<file path="config.mk">
export PLATFORM = sky130hd
export DESIGN_NAME = dqs_window_cal
export DESIGN_NICKNAME = d
export VERILOG_FILES = /design/src/rtl/dqs_cal_pkg.sv /design/src/rtl/dqs_pattern_gen.sv /design/src/rtl/dqs_step_seq.sv /design/src/rtl/dqs_window_ctrl.sv /design/src/rtl/dqs_window_cal.sv
export SDC_FILE = /design/constraint.sdc
export NUM_CORES = 1
export LEC_CHECK = 0
export BUFFER_PORTS_ARGS = -buffer_cell sky130_fd_sc_hd__buf_2
export CAP_MARGIN = 10
export CORE_MARGIN = 4
export CORE_UTILIZATION = 25
export CTS_BUF_LIST = sky130_fd_sc_hd__clkbuf_16
export DETAILED_ROUTE_END_ITERATION = 10
export HOLD_SLACK_MARGIN = 0.08
export PLACE_DENSITY = 0.46
export SYNTH_ARGS = -nofsm -noshare
export SYNTH_HDL_FRONTEND = slang
export SYNTH_SLANG_ARGS = --single-unit
</file>
<file path="constraint.sdc">
create_clock -name clk -period 14.85 [get_ports clk]
set_clock_uncertainty 0.1 [all_clocks]
set_input_delay 4.455 -clock clk [delete_from_list [all_inputs] [get_ports clk]]
set_output_delay 4.455 -clock clk [all_outputs]
set_load 0.02 [all_outputs]
</file>
<file path="src/rtl/dqs_cal_pkg.sv">
package dqs_cal_pkg;

  localparam int NWORDS = 6;

  typedef enum logic [2:0] {
    W_IDLE, W_LOW_GO, W_LOW_WAIT, W_HIGH_GO, W_HIGH_WAIT, W_FINISH, W_DONE
  } win_state_t;

  typedef enum logic [2:0] {
    S_IDLE, S_CLR, S_WR, S_RD, S_WAIT
  } step_state_t;

  function automatic logic [31:0] pattern_word(input logic [2:0] k);
    case (k)
      3'd0:    return 32'h1234_5678;
      3'd1:    return 32'h8123_4567;
      3'd2:    return 32'h7812_3456;
      3'd3:    return 32'h6781_2345;
      3'd4:    return 32'h5678_1234;
      default: return 32'h4567_8123;
    endcase
  endfunction

endpackage

</file>
<file path="src/rtl/dqs_pattern_gen.sv">
module dqs_pattern_gen #(
  parameter int ADDR_W = 32,
  parameter int STRIDE = 32'h100
) (
  input  logic [ADDR_W-1:0] region_base,
  input  logic [ADDR_W-1:0] rank_base,
  input  logic [2:0]        word,
  output logic [ADDR_W-1:0] word_addr,
  output logic [31:0]       word_pat
);
  import dqs_cal_pkg::*;

  logic [ADDR_W-1:0] rank_part;

  always_comb begin
    rank_part = word[0] ? rank_base : '0;
    word_addr = region_base + (ADDR_W'(word) * ADDR_W'(STRIDE)) + rank_part;
    word_pat  = pattern_word(word);
  end
endmodule

</file>
<file path="src/rtl/dqs_step_seq.sv">
module dqs_step_seq #(
  parameter int ADDR_W = 32
) (
  input  logic              clk,
  input  logic              rst_n,
  input  logic              go,
  input  logic [ADDR_W-1:0] word_addr,
  input  logic [31:0]       word_pat,
  output logic [2:0]        word,
  output logic              req_valid,
  input  logic              req_ready,
  output logic              req_write,
  output logic [ADDR_W-1:0] req_addr,
  output logic [31:0]       req_wdata,
  input  logic              rsp_valid,
  input  logic [31:0]       rsp_data,
  output logic              step_done,
  output logic              step_pass
);
  import dqs_cal_pkg::*;

  localparam logic [2:0] LAST_WORD = 3'(NWORDS - 1);

  step_state_t st;
  logic        hs;

  always_comb begin
    req_valid = (st == S_CLR) || (st == S_WR) || (st == S_RD);
    req_write = (st != S_RD);
    req_addr  = word_addr;
    req_wdata = (st == S_WR) ? word_pat : 32'h0;
    hs        = req_valid && req_ready;
  end

  always_ff @(posedge clk) begin
    if (!rst_n) begin
      st        <= S_IDLE;
      word      <= '0;
      step_done <= 1'b0;
      step_pass <= 1'b0;
    end else begin
      step_done <= 1'b0;
      case (st)
        S_IDLE: if (go) begin
          st   <= S_CLR;
          word <= '0;
        end
        S_CLR: if (hs) begin
          if (word == LAST_WORD) begin
            word <= '0;
            st   <= S_WR;
          end else word <= word + 3'd1;
        end
        S_WR: if (hs) begin
          if (word == LAST_WORD) begin
            word <= '0;
            st   <= S_RD;
          end else word <= word + 3'd1;
        end
        S_RD: if (hs) st <= S_WAIT;
        S_WAIT: if (rsp_valid) begin
          if (rsp_data != word_pat) begin
            step_done <= 1'b1;
            step_pass <= 1'b0;
            st        <= S_IDLE;
          end else if (word == LAST_WORD) begin
            step_done <= 1'b1;
            step_pass <= 1'b1;
            st        <= S_IDLE;
          end else begin
            word <= word + 3'd1;
            st   <= S_RD;
          end
        end
        default: st <= S_IDLE;
      endcase
    end
  end
endmodule

</file>
<file path="src/rtl/dqs_window_ctrl.sv">
module dqs_window_ctrl #(
  parameter int               IDX_W        = 8,
  parameter logic [IDX_W-1:0] LAST_IDX     = 8'hFE,
  parameter logic [IDX_W-1:0] DEFAULT_CODE = 8'h59
) (
  input  logic             clk,
  input  logic             rst_n,
  input  logic             start,
  input  logic             step_done,
  input  logic             step_pass,
  output logic             step_go,
  output logic             high_phase,
  output logic [IDX_W-1:0] dly_code,
  output logic             busy,
  output logic             done,
  output logic [IDX_W-1:0] low_bound,
  output logic [IDX_W-1:0] high_bound,
  output logic             used_default
);
  import dqs_cal_pkg::*;

  localparam int SW = IDX_W + 2;

  win_state_t       st;
  logic [IDX_W-1:0] idx;
  logic [IDX_W-1:0] nxt_idx;
  logic [SW-1:0]    span;
  logic [SW-1:0]    ofs;
  logic [IDX_W-1:0] fin_idx;

  function automatic logic [IDX_W-1:0] to_gray(input logic [IDX_W-1:0] v);
    return v ^ (v >> 1);
  endfunction

  always_comb begin
    nxt_idx    = idx + 1'b1;
    span       = SW'(high_bound) - SW'(low_bound);
    ofs        = (span << 1) / SW'(3);
    fin_idx    = low_bound + ofs[IDX_W-1:0];
    step_go    = (st == W_LOW_GO) || (st == W_HIGH_GO);
    high_phase = (st == W_HIGH_GO) || (st == W_HIGH_WAIT);
    busy       = (st != W_IDLE) && (st != W_DONE);
  end

  always_ff @(posedge clk) begin
    if (!rst_n) begin
      st           <= W_IDLE;
      idx          <= '0;
      dly_code     <= '0;
      done         <= 1'b0;
      low_bound    <= '0;
      high_bound   <= '0;
      used_default <= 1'b0;
    end else begin
      case (st)
        W_IDLE, W_DONE: if (start) begin
          idx          <= '0;
          dly_code     <= '0;
          done         <= 1'b0;
          low_bound    <= '0;
          high_bound   <= '0;
          used_default <= 1'b0;
          st           <= W_LOW_GO;
        end
        W_LOW_GO:  st <= W_LOW_WAIT;
        W_HIGH_GO: st <= W_HIGH_WAIT;
        W_LOW_WAIT: if (step_done) begin
          if (step_pass) begin
            low_bound <= idx;
            st        <= W_HIGH_GO;
          end else if (idx == LAST_IDX) begin
            dly_code     <= DEFAULT_CODE;
            used_default <= 1'b1;
            done         <= 1'b1;
            st           <= W_DONE;
          end else begin
            idx      <= nxt_idx;
            dly_code <= to_gray(nxt_idx);
            st       <= W_LOW_GO;
          end
        end
        W_HIGH_WAIT: if (step_done) begin
          if (!step_pass) begin
            high_bound <= idx;
            st         <= W_FINISH;
          end else if (idx == LAST_IDX) begin
            high_bound <= nxt_idx;
            st         <= W_FINISH;
          end else begin
            idx      <= nxt_idx;
            dly_code <= to_gray(nxt_idx);
            st       <= W_HIGH_GO;
          end
        end
        W_FINISH: begin
          dly_code <= to_gray(fin_idx);
          done     <= 1'b1;
          st       <= W_DONE;
        end
        default: st <= W_IDLE;
      endcase
    end
  end
endmodule

</file>
<file path="src/rtl/dqs_window_cal.sv">
module dqs_window_cal #(
  parameter int ADDR_W      = 32,
  parameter int LOW_REGION  = 32'h4000,
  parameter int HIGH_REGION = 32'h8000,
  parameter int STRIDE      = 32'h100
) (
  input  logic              clk,
  input  logic              rst_n,
  input  logic              start,
  input  logic [ADDR_W-1:0] rank_base,
  output logic              req_valid,
  input  logic              req_ready,
  output logic              req_write,
  output logic [ADDR_W-1:0] req_addr,
  output logic [31:0]       req_wdata,
  input  logic              rsp_valid,
  input  logic [31:0]       rsp_data,
  output logic [7:0]        dly_code,
  output logic              busy,
  output logic              done,
  output logic [7:0]        low_bound,
  output logic [7:0]        high_bound,
  output logic              used_default
);
  localparam int IDX_W = 8;

  logic              step_go, step_done, step_pass, high_phase;
  logic [ADDR_W-1:0] region_base, word_addr;
  logic [31:0]       word_pat;
  logic [2:0]        word;

  assign region_base = high_phase ? ADDR_W'(HIGH_REGION) : ADDR_W'(LOW_REGION);

  dqs_pattern_gen #(.ADDR_W(ADDR_W), .STRIDE(STRIDE)) u_pat (
    .region_base(region_base), .rank_base(rank_base), .word(word),
    .word_addr(word_addr), .word_pat(word_pat)
  );

  dqs_step_seq #(.ADDR_W(ADDR_W)) u_seq (
    .clk(clk), .rst_n(rst_n), .go(step_go),
    .word_addr(word_addr), .word_pat(word_pat), .word(word),
    .req_valid(req_valid), .req_ready(req_ready), .req_write(req_write),
    .req_addr(req_addr), .req_wdata(req_wdata),
    .rsp_valid(rsp_valid), .rsp_data(rsp_data),
    .step_done(step_done), .step_pass(step_pass)
  );

  dqs_window_ctrl #(.IDX_W(IDX_W), .LAST_IDX(8'hFE), .DEFAULT_CODE(8'h59)) u_ctrl (
    .clk(clk), .rst_n(rst_n), .start(start),
    .step_done(step_done), .step_pass(step_pass),
    .step_go(step_go), .high_phase(high_phase), .dly_code(dly_code),
    .busy(busy), .done(done), .low_bound(low_bound),
    .high_bound(high_bound), .used_default(used_default)
  );
endmodule

</file>
==> metrics.md, run 1 <==
| Metric | Value |
|---|---|
| Longest individual stage delay on the worst path | `between 0.3 and 0.4 ns` |
| Shortest clock period the worst path allows after layout | `~12 ns` |
| Clk Latency, worst-skew pair | `a little under 0.3 ns` |
| Count of routing violations after the opening detailed-route iteration | `between 300 and 400` |
| Critical R2R Capture | `u_ctrl.dly_code[6]` |
| Top achievable clock speed | `between 80 and 90 MHz` |
| Post-CTS setup buffer count | `0` |
| Inserted Diodes | `0` |
| Final Hold Viols | `0` |
| Number of max-slew violations in the final report | `0` |
| Share of power burned in registers | `0.253` |
| Gr busiest metal | `met2` |
| Standard cell with the maximum stage delay on the critical path | `sky130_fd_sc_hd__a21oi_1` |
| Port-buffer cells | `about 160` |
| Die boundary height | `around 160 µm` |
| Synth warnings | `0` |
| Hold Crit Class | `reg -> reg` |
| Clock transition at the registers of the reported paths | `roughly 0.07 ns` |
| Count of cells along the worst register-to-register path | `28` |
| Family of cells with the greatest summed delay on the critical path | `compound AO/OA/AOI/OAI gates` |
| Avg Cell Area, Syn | `6.87 µm²` |
| Mapped Cells | `about 830` |
| Met2 Use GR | `0.241` |
| Number of antenna violations at the first check in global routing | `0` |
| Overall via count from detail_route | `6125` |
| Met3 usage | `0.0153` |
| Fraction of final layout cells sized beyond drive strength 1 | `0.204` |
| Area growth from synthesis to final layout | `18.1%` |
| FF-to-FF setup slack | `7.21 ns` |
| Nets@finish | `approximately 1.0k` |
| Initial cell density of the core | `0.254` |
| Worst-path cell chain | `buf_2 > nand2_1 > inv_1 > ha_1 > a31o_2 > a21oi_1 > nor2_1 > o21a_1 > o21ai_0 > nor2_1 > and3_1 > nand2_1 > o21ai_0 > a21oi_1 > buf_2` |
| Portion of total power attributed to combinational logic | `0.523` |
| Headroom to the max-slew limit | `0.271` |
| Proportion of register bits with asynchronous set or reset after synthesis | `0` |
| Static Leakage | `approximately 2.8 nW` |
| Hold_buf cts | `0` |
| Max VDD drop | `about 46 µV` |
| Routed WL | `approximately 19 mm` |
| Number of synthesized flops with an enable pin | `0` |
| Top fanout value on the critical path | `5` |
| Internal Dissipation | `0.306 mW` |
| Buffer depth of the longest clock path | `2` |
| Switching part of the total power | `0.465` |
| Global-route usage over all layers | `0.140` |
| Post-CTS Resized | `0` |
| Start-to-end type of the worst setup path | `in -> out` |
| Number of buffers created by CTS | `5` |
| Post-synthesis cell type count | `between 80 and 90` |
| Number of placement rows | `55` |
| Final total negative setup slack | `0 ns` |
| Std-Cell Core Area | `approximately 23000 µm²` |
| Startpoint type of the worst setup path | `input pin` |
| Fraction of the yosys area taken by sequential cells | `0.157` |
| Reported net switching power | `about 0.27 mW` |
| WHS | `around 0.35 ns` |
| Buffers plus inverters on the worst setup path | `3` |
| Finished Core Util | `0.300` |
| Residual DRC | `0` |
| Worst Hold End | `u_ctrl.dly_code[0]` |
| Post-place setup slack | `~3.3 ns` |
| Worst hold stages | `2` |
| Master cell of the clock root buffer | `sky130_fd_sc_hd__clkbuf_16` |
| Data arrival time of the worst path | `6.97 ns` |
| Post-route worst setup slack | `3.32 ns` |
| TritonCTS clock tree | `built` |
| Final ANT Viol Nets | `0` |
| Pin count of the biggest net entering global routing | `31` |
| Number of register bits inferred by synthesis | `45` |
| Setup repair after global routing missed its margin | `no` |
| Critical Path End Type | `primary output` |
| Worst slew pin tran | `between 1 and 1.5 ns` |
| Max-Cap Viols | `0` |
| Origin of the critical flop-to-flop path | `u_ctrl.low_bound[1]` |
| GR Util met1 | `0.193` |
| Sinks on Clock Net | `45` |
| Die outline area | `25400 µm²` |
| Hold Path Origin | `u_ctrl.dly_code[0]` |
| Via-per-instance ratio | `approximately 5.0` |
| Dpl cells | `~1.2k` |
| Final setup viols | `0` |
| Worst Path Required | `10.30 ns` |
| Final routed wire length divided by cell count | `between 15 and 20 µm` |
| Total non-filler cell area in the finished layout | `between 6000 and 7000 µm²` |
| Chip width | `between 150 and 200 µm` |
| Number of iterations in the first detailed-routing pass | `5` |
| Top-level port count | `about 160` |
| Final HPWL from detailed placement | `about 15 mm` |
| Post-placement cell area | `6600 µm²` |
| Power density of the placed cells | `84.6 nW/µm²` |
| Result of the run | `complete, no violations` |
| Post-layout instance count excluding filler cells | `about 1.2k` |
| Routability congestion estimate | `~0.8` |
| Mapped cell area | `5730 µm²` |
| Tcrit/Tclk final | `0.776` |
| Fraction of power consumed by the clock network | `0.225` |
| H-tree level count | `2` |
| Number of global-route vias before repair | `5703` |
| Ys flop type | `sky130_fd_sc_hd__dfxtp_1` |
| Post-route total power | `0.572 mW` |
| Overflow after GRT | `0` |
| First-pass GRT wire length | `about 30 mm` |
## worst reg2reg max path, delay by kind of cell, from the launching register on
kind | cells | cell delay, ns
buffers and inverters | 2 | 0.19
AND/OR/NAND/NOR | 7 | 1.17
flip-flops | 1 | 0.45
XOR/XNOR | 4 | 1.25
AO/OA/AOI/OAI | 11 | 3.09
adder cells (fa/ha/maj) | 3 | 0.89
multiplexers | 1 | 0.34
## power groups by stage
stage	logic (mW)	clock network (mW)	registers, mW
after CTS	0.301	0.132	0.145
after global placement	0.302	0	0.147
after global routing	0.331	0.136	0.147
after detailed placement	0.301	0	0.147
after floorplan	0.233	0	0.133
final	0.299	0.129	0.145
## worst max-delay path by stage
stage            startpoint      endpoint  slack [ns]  cells after the start
2_1_floorplan  rank_base[9]  req_addr[29]        3.66                     13
5_1_grt        rank_base[9]  req_addr[31]        2.98                     15
3_3_place_gp   rank_base[9]  req_addr[29]        3.34                     15
6_report       rank_base[9]  req_addr[29]        3.32                     15
4_1_cts        rank_base[9]  req_addr[31]        3.29                     15
3_5_place_dp   rank_base[9]  req_addr[31]        3.31                     15
## registers in the layout, indices dropped and copies added (netlist names)
signal,count
u_ctrl.used_default,1
u_ctrl.st,3
u_seq.step_done,1
u_seq.step_pass,1
u_seq.st,3
u_ctrl.low_bound,8
u_seq.word,3
u_ctrl.high_bound,8
u_ctrl.idx,8
u_ctrl.done,1
u_ctrl.dly_code,8
## synthesized netlist by cell type, drive strengths merged, types with 3 or more instances
library cell    n  area [µm²]
nand2b          6        37.5
nor3b           5        37.5
xnor2          44         393
o2111ai         5        43.8
nand2          82         308
and3            4        30.0
o21ai          56         280
nand4          13        81.3
and2           22         138
a311oi          4        35.0
or3            11        68.8
mux2i           7        70.1
nor3           35         180
a211oi          7        52.6
ha             29         363
o22ai           6        37.5
clkbuf         37         140
buf            25         178
nor2          102         385
o31ai           3        22.5
a22oi          13        97.6
or2            10        62.6
or4             3        22.5
a21oi          74         370
o311ai          4        35.0
nand3b          3        22.5
o211ai          7        52.6
o21bai          7        52.6
dfxtp          45         901
nor2b          15         101
inv            36         135
o211a           3        30.0
a31oi           6        43.8
a2111oi         5         100
nor4            4        25.0
nand3          20         100
a21boi          4        30.0
o21a            6        52.6
xor2           24         210
a21o            4        30.0
## per-layer routing
| metal | routed length, µm | share of wire | vias up |
|---|---|---|---|
| met5 | 0 | 0 | - |
| met4 | 134 | 0.0072 | 0 |
| met3 | 673 | 0.036 | 9 |
| met2 | 9020 | 0.48 | 115 |
| met1 | 8770 | 0.47 | 2824 |
| li1 | - | - | 3177 |
## logic make-up (layout without fill, tap and decap cells)
group / after synthesis / count (layout) / share of synthesized area
fa+ha+maj: 33 / 33 / 0.0738
other cells: 1 / 2 / 0.000655
flops: 45 / 45 / 0.157
buf+inv: 99 / 208 / 0.0797
xor+xnor: 68 / 68 / 0.105
compound gates: 238 / 238 / 0.278
simple gates: 342 / 342 / 0.291
mux: 8 / 8 / 0.0142
## final cells by class
class	count	area [µm²]
clock buffer	5	125
timing repair buffer	163	826
clock inverter	3	42.5
sequential	45	901
fill	2582	15800
tap	285	357
multi-input combinational	691	4370
inverter	37	139
## cell usage in the layout (no fill, tap or decap), types with 6 or more instances in the layout
master                     netlist  final
sky130_fd_sc_hd__o21bai_1        7      7
sky130_fd_sc_hd__nor3_1         34     34
sky130_fd_sc_hd__or3_1          11     11
sky130_fd_sc_hd__o22ai_1         6      6
sky130_fd_sc_hd__inv_1          35     36
sky130_fd_sc_hd__a21oi_1        74     74
sky130_fd_sc_hd__nand2_1        82     82
sky130_fd_sc_hd__a211oi_1        7      7
sky130_fd_sc_hd__and2_1         22     22
sky130_fd_sc_hd__mux2i_1         7      7
sky130_fd_sc_hd__nand4_1        13     13
sky130_fd_sc_hd__nor2b_1        14     14
sky130_fd_sc_hd__nor2_1        101    101
sky130_fd_sc_hd__o21ai_0        55     55
sky130_fd_sc_hd__or2_2           6      6
sky130_fd_sc_hd__nand2b_1        6      6
sky130_fd_sc_hd__a22oi_1        13     13
sky130_fd_sc_hd__nand3_1        20     20
sky130_fd_sc_hd__o211ai_1        7      7
sky130_fd_sc_hd__xnor2_1        43     43
sky130_fd_sc_hd__ha_1           29     29
sky130_fd_sc_hd__buf_2           7    159
sky130_fd_sc_hd__dfxtp_1        45     45
sky130_fd_sc_hd__xor2_1         24     24
Power figures use the tool's default switching activity.
==> run 2, diff against run 1 <==
==> constraint.sdc (replaced) <==
create_clock -name clk -period 11.2 [get_ports clk]
set_clock_uncertainty 0.1 [all_clocks]
set_input_delay 3.36 -clock clk [delete_from_list [all_inputs] [get_ports clk]]
set_output_delay 3.36 -clock clk [all_outputs]
set_load 0.02 [all_outputs]
==> metrics.md, run 2 (synthesis gave the netlist of run 1 again) <==
| Metric | Value |
|---|---|
| Residual DRC | `0 (unchanged)` |
| Number of antenna violations at the first check in global routing | `0 (unchanged)` |
| Result of the run | `complete, no violations` |
| Worst Path Required | `7.74 ns (-2.56 ns)` |
| Post-CTS Resized | `0 (unchanged)` |
| Global-route usage over all layers | `0.140 (+0.000442)` |
| Max-Cap Viols | `0 (unchanged)` |
| WHS | `0.365 ns (+0.0150 ns)` |
| Tcrit/Tclk final | `0.831` |
| Clock transition at the registers of the reported paths | `0.06 ns (about the same)` |
| Number of iterations in the first detailed-routing pass | `5 (unchanged)` |
| Die boundary height | `159 µm (unchanged)` |
| Reported net switching power | `0.348 mW (+31%)` |
| Count of routing violations after the opening detailed-route iteration | `332 (+1.5%)` |
| FF-to-FF setup slack | `3.54 ns (-3.67 ns)` |
| Via-per-instance ratio | `5.01 (+0.54%)` |
| Worst slew pin tran | `1.08 ns (-0.0121 ns)` |
| Commonest non-fill, non-tap cell in the layout | `sky130_fd_sc_hd__buf_2` |
| Hold Crit Class | `reg -> reg` |
| Port-buffer cells | `159 (unchanged)` |
| Final ANT Viol Nets | `0 (unchanged)` |
| Routability congestion estimate | `0.800 (about the same)` |
| Internal Dissipation | `0.382 mW (+25%)` |
| Critical R2R Capture | `u_ctrl.dly_code[6]` |
| H-tree level count | `2 (unchanged)` |
| Final HPWL from detailed placement | `14.7 mm (+0.30%)` |
| Std-Cell Core Area | `22600 µm² (unchanged)` |
| Max VDD drop | `47.6 µV (+3.0%)` |
| Overall via count from detail_route | `6158 (+0.54%)` |
| Routed WL | `18.8 mm (+0.77%)` |
| Final setup viols | `0 (unchanged)` |
| Count of cells along the worst register-to-register path | `28 (unchanged)` |
| Data arrival time of the worst path | `5.85 ns (-1.12 ns)` |
| Top fanout value on the critical path | `5 (unchanged)` |
| Start-to-end type of the worst setup path | `in -> out` |
| Final Hold Viols | `0 (unchanged)` |
| Worst hold stages | `2 (unchanged)` |
| Hold_buf cts | `0 (unchanged)` |
| Overflow after GRT | `0 (unchanged)` |
| First-pass GRT wire length | `30.6 mm (+1.2%)` |
| Top-level port count | `162 (unchanged)` |
| Clk Latency, worst-skew pair | `0.28 ns (about the same)` |
| Number of global-route vias before repair | `5672 (-0.54%)` |
| Post-route total power | `0.730 mW (+28%)` |
| TritonCTS clock tree | `built` |
| Number of placement rows | `55 (unchanged)` |
| Portion of total power attributed to combinational logic | `0.543 (+0.020)` |
| Number of max-slew violations in the final report | `0 (unchanged)` |
| Master cell of the clock root buffer | `sky130_fd_sc_hd__clkbuf_16` |
| Nets@finish | `1043 (unchanged)` |
| Most frequent cells in the layout | `sky130_fd_sc_hd__buf_2 (159), sky130_fd_sc_hd__nor2_1 (101), sky130_fd_sc_hd__nand2_1 (82)` |
| Switching part of the total power | `0.477 (+0.0116)` |
| Filler cells | `2548 (-1.3%)` |
| Inserted Diodes | `0 (unchanged)` |
| Number of buffers created by CTS | `5 (unchanged)` |
| Fraction of final layout cells sized beyond drive strength 1 | `0.204 (unchanged)` |
| Initial cell density of the core | `0.254 (unchanged)` |
| Pin count of the biggest net entering global routing | `31 (unchanged)` |
| Startpoint type of the worst setup path | `input pin` |
| Chip width | `159 µm (unchanged)` |
| Buffer depth of the longest clock path | `2 (unchanged)` |
| Origin of the critical flop-to-flop path | `u_ctrl.low_bound[1]` |
| Share of power burned in registers | `0.263 (+0.010)` |
| Die outline area | `25400 µm² (unchanged)` |
| Static Leakage | `2.74 nW (-0.38%)` |
| Post-CTS setup buffer count | `0 (unchanged)` |
| Power density of the placed cells | `108 nW/µm² (+28%)` |
| Worst Hold End | `u_ctrl.dly_code[0]` |
| Critical Path End Type | `primary output` |
| Fraction of power consumed by the clock network | `0.194 (-0.031)` |
| Shortest clock period the worst path allows after layout | `around 9.3 ns` |
| Headroom to the max-slew limit | `0.279 (+0.00804)` |
| Final total negative setup slack | `0 ns (unchanged)` |
| Sinks on Clock Net | `45 (unchanged)` |
| Area growth from synthesis to final layout | `17.6%` |
| Top achievable clock speed | `between 100 and 150 MHz` |
| Final routed wire length divided by cell count | `15.3 µm (+0.77%)` |
| Hold Path Origin | `u_ctrl.dly_code[0]` |
| Setup repair after global routing missed its margin | `no` |
-- run 2: changes by cell type in the layout (fill, tap and decap cells not counted), sizes merged --
cell    change
clkinv      +1
bufinv      -1
-- run 2: layer usage --
| metal | vias to the layer above | share of wire | track usage |
|---|---|---|---|
| met2 | 119 | 0.48 | 0.237 |
| met5 | - | 0 | 0 |
| met3 | 9 | 0.033 | 0.0140 |
| li1 | 3180 | - | - |
| met4 | 0 | 0.0086 | 0.0217 |
| met1 | 2850 | 0.48 | 0.198 |
-- run 2: per-stage QoR --
stage / cell area, µm² / worst slack (ns) / std cells / util
after global routing: 6730 / 1.58 / 1229 / 0.298
after detailed placement: 6600 / 1.87 / 1221 / 0.292
after global placement: 6600 / 1.88 / 1221 / 0.292
after floorplan: 5730 / 2.20 / 835 / -
final: 6730 / 1.89 / 1229 / 0.298
after CTS: 6730 / 1.85 / 1229 / 0.298
-- run 2: worst max-delay path by stage --
stage,slack [ns],from,cells after the start,endpoint
floorplan,2.20,rank_base[9],13,req_addr[29]
global placement,1.88,rank_base[9],15,req_addr[29]
detailed placement,1.87,rank_base[9],15,req_addr[29]
CTS,1.85,rank_base[9],15,req_addr[29]
global route,1.58,rank_base[9],15,req_addr[31]
finish,1.89,rank_base[9],15,req_addr[29]
-- run 2: power groups by stage --
stage	sequential [mW]	clock (mW)	combinational (mW)
after floorplan	0.176	0	0.309
after global placement	0.196	0	0.400
after detailed placement	0.196	0	0.400
after CTS	0.192	0.147	0.402
after global routing	0.195	0.152	0.440
final	0.192	0.141	0.397
-- run 2: area by class of cell --
cell class / instances / area (µm²) / area share
clock inverter: 3 / 13.8 / 0.00204
inverter: 37 / 139 / 0.0206
tap: 285 / 357 / 0.0530
sequential: 45 / 901 / 0.134
clock buffer: 5 / 125 / 0.0186
multi-input combinational: 691 / 4370 / 0.649
timing repair buffer: 163 / 826 / 0.123
-- run 2: worst max-delay path: stages --
cell,delay (ns)
sky130_fd_sc_hd__buf_2,0.09
sky130_fd_sc_hd__nand2_1,0.09
sky130_fd_sc_hd__inv_1,0.06
sky130_fd_sc_hd__ha_1,0.27
sky130_fd_sc_hd__a31o_2,0.23
sky130_fd_sc_hd__a21oi_1,0.30
sky130_fd_sc_hd__nor2_1,0.11
sky130_fd_sc_hd__o21a_1,0.17
sky130_fd_sc_hd__o21ai_0,0.26
sky130_fd_sc_hd__nor2_1,0.11
sky130_fd_sc_hd__and3_1,0.22
sky130_fd_sc_hd__nand2_1,0.15
sky130_fd_sc_hd__o21ai_0,0.10
sky130_fd_sc_hd__a21oi_1,0.12
sky130_fd_sc_hd__buf_2,0.19
==> run 3, diff against run 2 <==
--- a/config.mk
+++ b/config.mk
@@ -5,6 +5,7 @@
 export SDC_FILE = /design/constraint.sdc
 export NUM_CORES = 1
 export LEC_CHECK = 0
+export ABC_AREA = 1
 export BUFFER_PORTS_ARGS = -buffer_cell sky130_fd_sc_hd__buf_2
 export CAP_MARGIN = 10
 export CORE_MARGIN = 4
@@ -12,7 +13,7 @@
 export CTS_BUF_LIST = sky130_fd_sc_hd__clkbuf_16
 export DETAILED_ROUTE_END_ITERATION = 10
 export HOLD_SLACK_MARGIN = 0.08
-export PLACE_DENSITY = 0.46
+export PLACE_DENSITY = 0.47
 export SYNTH_ARGS = -nofsm -noshare
 export SYNTH_HDL_FRONTEND = slang
 export SYNTH_SLANG_ARGS = --single-unit
==> constraint.sdc (replaced) <==
create_clock -name clk -period 9.75 [get_ports clk]
set_clock_uncertainty 0.1 [all_clocks]
set_input_delay 2.925 -clock clk [delete_from_list [all_inputs] [get_ports clk]]
set_output_delay 2.925 -clock clk [all_outputs]
set_load 0.02 [all_outputs]
==> metrics.md, run 3 <==
| Metric | Value |
|---|---|
| Hold Crit Class | `reg -> reg` |
| Cell type with the largest total area after synthesis | `sky130_fd_sc_hd__dfxtp_1` |
| Sinks on Clock Net | `45 (unchanged)` |
| Start-to-end type of the worst setup path | `in -> out` |
| Final HPWL from detailed placement | `12.3 mm (-16%)` |
| Clk Latency, worst-skew pair | `0.29 ns (about the same)` |
| Worst Path Required | `6.73 ns (-1.01 ns)` |
| Headroom to the max-slew limit | `0.304 (+0.0251)` |
| Final routed wire length divided by cell count | `12.2 µm (-20%)` |
| Commonest non-fill, non-tap cell in the layout | `sky130_fd_sc_hd__nand2_1` |
| Hold Path Origin | `u_ctrl.dly_code[4]` |
| Final setup viols | `0 (unchanged)` |
| Number of iterations in the first detailed-routing pass | `7 (+2)` |
| Area growth from synthesis to final layout | `23.3%` |
| Die outline area | `21700 µm² (-15%)` |
| Standard cell with the maximum stage delay on the critical path | `sky130_fd_sc_hd__ha_1` |
| Final Hold Viols | `0 (unchanged)` |
| Critical Path End Type | `primary output` |
| Post-synthesis cell type count | `46 (-43%)` |
| Top fanout value on the critical path | `5 (unchanged)` |
| Tcrit/Tclk final | `0.847` |
| Most frequent cells in the layout | `sky130_fd_sc_hd__nand2_1 (183), sky130_fd_sc_hd__buf_2 (159), sky130_fd_sc_hd__inv_1 (130)` |
| Hold_buf cts | `0 (unchanged)` |
| Worst slew pin tran | `1.04 ns (-0.0376 ns)` |
| H-tree level count | `2 (unchanged)` |
| Number of synthesized flops with an enable pin | `0 (unchanged)` |
| Startpoint type of the worst setup path | `input pin` |
| Number of global-route vias before repair | `5244 (-7.5%)` |
| Shortest clock period the worst path allows after layout | `8.26 ns` |
| Max-Cap Viols | `0 (unchanged)` |
| Die boundary height | `147 µm (-7.6%)` |
| TritonCTS clock tree | `built` |
| Mapped Cells | `812 (-2.6%)` |
| Number of antenna violations at the first check in global routing | `0 (unchanged)` |
| Buffer depth of the longest clock path | `2 (unchanged)` |
| Routability congestion estimate | `0.880 (+9.9%)` |
| Routed WL | `14.8 mm (-21%)` |
| Clock transition at the registers of the reported paths | `0.07 ns (about the same)` |
| Longest individual stage delay on the worst path | `0.33 ns (+0.03 ns)` |
| Fraction of the yosys area taken by sequential cells | `0.186 (+0.0287)` |
| Chip width | `147 µm (-7.6%)` |
| Via-per-instance ratio | `4.36 (-13%)` |
| Overall via count from detail_route | `5296 (-14%)` |
| Number of register bits inferred by synthesis | `45 (unchanged)` |
| Post-CTS setup buffer count | `0 (unchanged)` |
| Leading post-synthesis cells by instance count | `sky130_fd_sc_hd__nand2_1 (183), sky130_fd_sc_hd__inv_1 (130), sky130_fd_sc_hd__nor2_1 (92)` |
| Share of the synthesized area in the top cell type | `0.186 (+0.0287)` |
| Count of routing violations after the opening detailed-route iteration | `142 (-57%)` |
| Number of placement rows | `50 (-9.1%)` |
| Setup repair after global routing missed its margin | `no` |
| Std-Cell Core Area | `18900 µm² (-16%)` |
| Synth warnings | `0 (unchanged)` |
| Top-level port count | `162 (unchanged)` |
| Port-buffer cells | `159 (unchanged)` |
| Most common cell in the netlist | `sky130_fd_sc_hd__nand2_1` |
| Post-CTS Resized | `0 (unchanged)` |
| Final ANT Viol Nets | `0 (unchanged)` |
| Top area cells in the synthesized netlist | `sky130_fd_sc_hd__dfxtp_1 (19%), sky130_fd_sc_hd__nand2_1 (14%), sky130_fd_sc_hd__inv_1 (10%), sky130_fd_sc_hd__ha_1 (7.5%), sky130_fd_sc_hd__nor2_1 (7.1%)` |
| Filler cells | `2171 (-15%)` |
| Global-route usage over all layers | `0.135 (-0.00557)` |
| Avg Cell Area, Syn | `5.96 µm² (-13%)` |
| Final total negative setup slack | `0 ns (unchanged)` |
| Origin of the critical flop-to-flop path | `u_ctrl.low_bound[2]` |
| Inserted Diodes | `0 (unchanged)` |
| First-pass GRT wire length | `24.6 mm (-20%)` |
| Master cell of the clock root buffer | `sky130_fd_sc_hd__clkbuf_16` |
| Data arrival time of the worst path | `5.24 ns (-0.61 ns)` |
| Result of the run | `complete, no violations` |
| Nets@finish | `1053 (+0.96%)` |
| Overflow after GRT | `0 (unchanged)` |
| Worst-path cell chain | `buf_2 > nand2_1 > inv_1 > ha_1 > nand2_1 > o21a_1 > nor2_1 > nand2_1 > o21ai_0 > a21o_1 > nand3_1 > inv_1 > nand2_1 > inv_1 > nand2_1 > nor2_1 > xor2_1 > buf_2` |
| Pin count of the biggest net entering global routing | `40 (+29%)` |
| Mapped cell area | `4840 µm² (-15%)` |
| Start point of the critical path | `rank_base[10]` |
| CP dominant cell by count | `sky130_fd_sc_hd__nand2_1` |
| Ys flop type | `sky130_fd_sc_hd__dfxtp_1` |
| Top achievable clock speed | `121 MHz` |
| Number of max-slew violations in the final report | `0 (unchanged)` |
| Proportion of register bits with asynchronous set or reset after synthesis | `0 (unchanged)` |
| Number of buffers created by CTS | `5 (unchanged)` |
| Residual DRC | `0 (unchanged)` |
| Fraction of final layout cells sized beyond drive strength 1 | `0.215 (+0.0104)` |
| Initial cell density of the core | `0.256 (+0.00264)` |
==> run 3: cell count changes in the layout (fill, tap and decap cells not counted), moves of 9 or more <==
cell / change
sky130_fd_sc_hd__a21oi_1: -9
sky130_fd_sc_hd__a22oi_1: -10
sky130_fd_sc_hd__and2_1: -20
sky130_fd_sc_hd__inv_1: +94
sky130_fd_sc_hd__inv_2: +9
sky130_fd_sc_hd__nand2_1: +101
sky130_fd_sc_hd__nand3_1: +13
sky130_fd_sc_hd__nor2_1: -9
sky130_fd_sc_hd__nor2b_1: -14
sky130_fd_sc_hd__nor3_1: -21
sky130_fd_sc_hd__or3_1: -11
sky130_fd_sc_hd__xnor2_1: -28
sky130_fd_sc_hd__xor2_1: +9
==> run 3: per-stage QoR <==
stage	utilization	hold slack (ns)	instance area (µm²)	worst slack, ns	instances
global placement	0.308	0.354	5830	1.50	1206
finish	0.316	0.363	5970	1.49	1214
floorplan	-	0.370	4850	1.76	813
CTS	0.316	0.367	5970	1.46	1214
global route	0.316	0.378	5970	1.13	1214
detailed placement	0.308	0.357	5830	1.49	1206
==> run 3: logic make-up (layout without fill, tap and decap cells) <==
logic type,Yosys count,after routing,share of synthesized area
fa+ha+maj,31,31,0.0832
flops,45,45,0.186
xor+xnor,48,48,0.0868
compound gates,159,159,0.188
buf+inv,168,309,0.140
simple gates,360,360,0.315
other cells,1,2,0.000774
==> run 3: critical path: cells and delay by family <==
family	cells	cell delay (ns)
compound gates	3	0.62
xor+xnor	1	0.16
buf+inv	5	0.48
fa+ha+maj	1	0.33
simple gates	8	0.71
==> run 3: layer usage <==
metal | track usage | up-vias | routed length [µm]
met5 | 0 | - | 0
met4 | 0.0317 | 0 | 170
met3 | 0.0361 | 10 | 1040
met2 | 0.234 | 145 | 6700
met1 | 0.167 | 2262 | 6880
li1 | - | 2879 | -
==> run 3: area by class of cell <==
type	count	area, µm²	share of cell area
repair buffers	160	803	0.135
clock buffers	5	125	0.0210
flip-flops and latches	45	901	0.151
inverters	141	529	0.0886
clock inverters	3	21.3	0.00356
well taps	260	325	0.0545
multi-input cells	600	3270	0.547
==> run 3: path summary, 6_finish.rpt <==
check | to | slack (ns) | cells past startpoint
hold reg to reg | u_ctrl.dly_code[4] | 0.36 | 2
setup reg to reg | u_ctrl.dly_code[6] | 3.92 | 42
setup / recovery | req_addr[29] | 1.49 | 18
hold / removal | u_ctrl.dly_code[4] | 0.36 | 2
Power of run 3 is left out: the tool's default activity adds up to more than one toggle a clock period on the data nets, which glitch-free logic cannot reach.
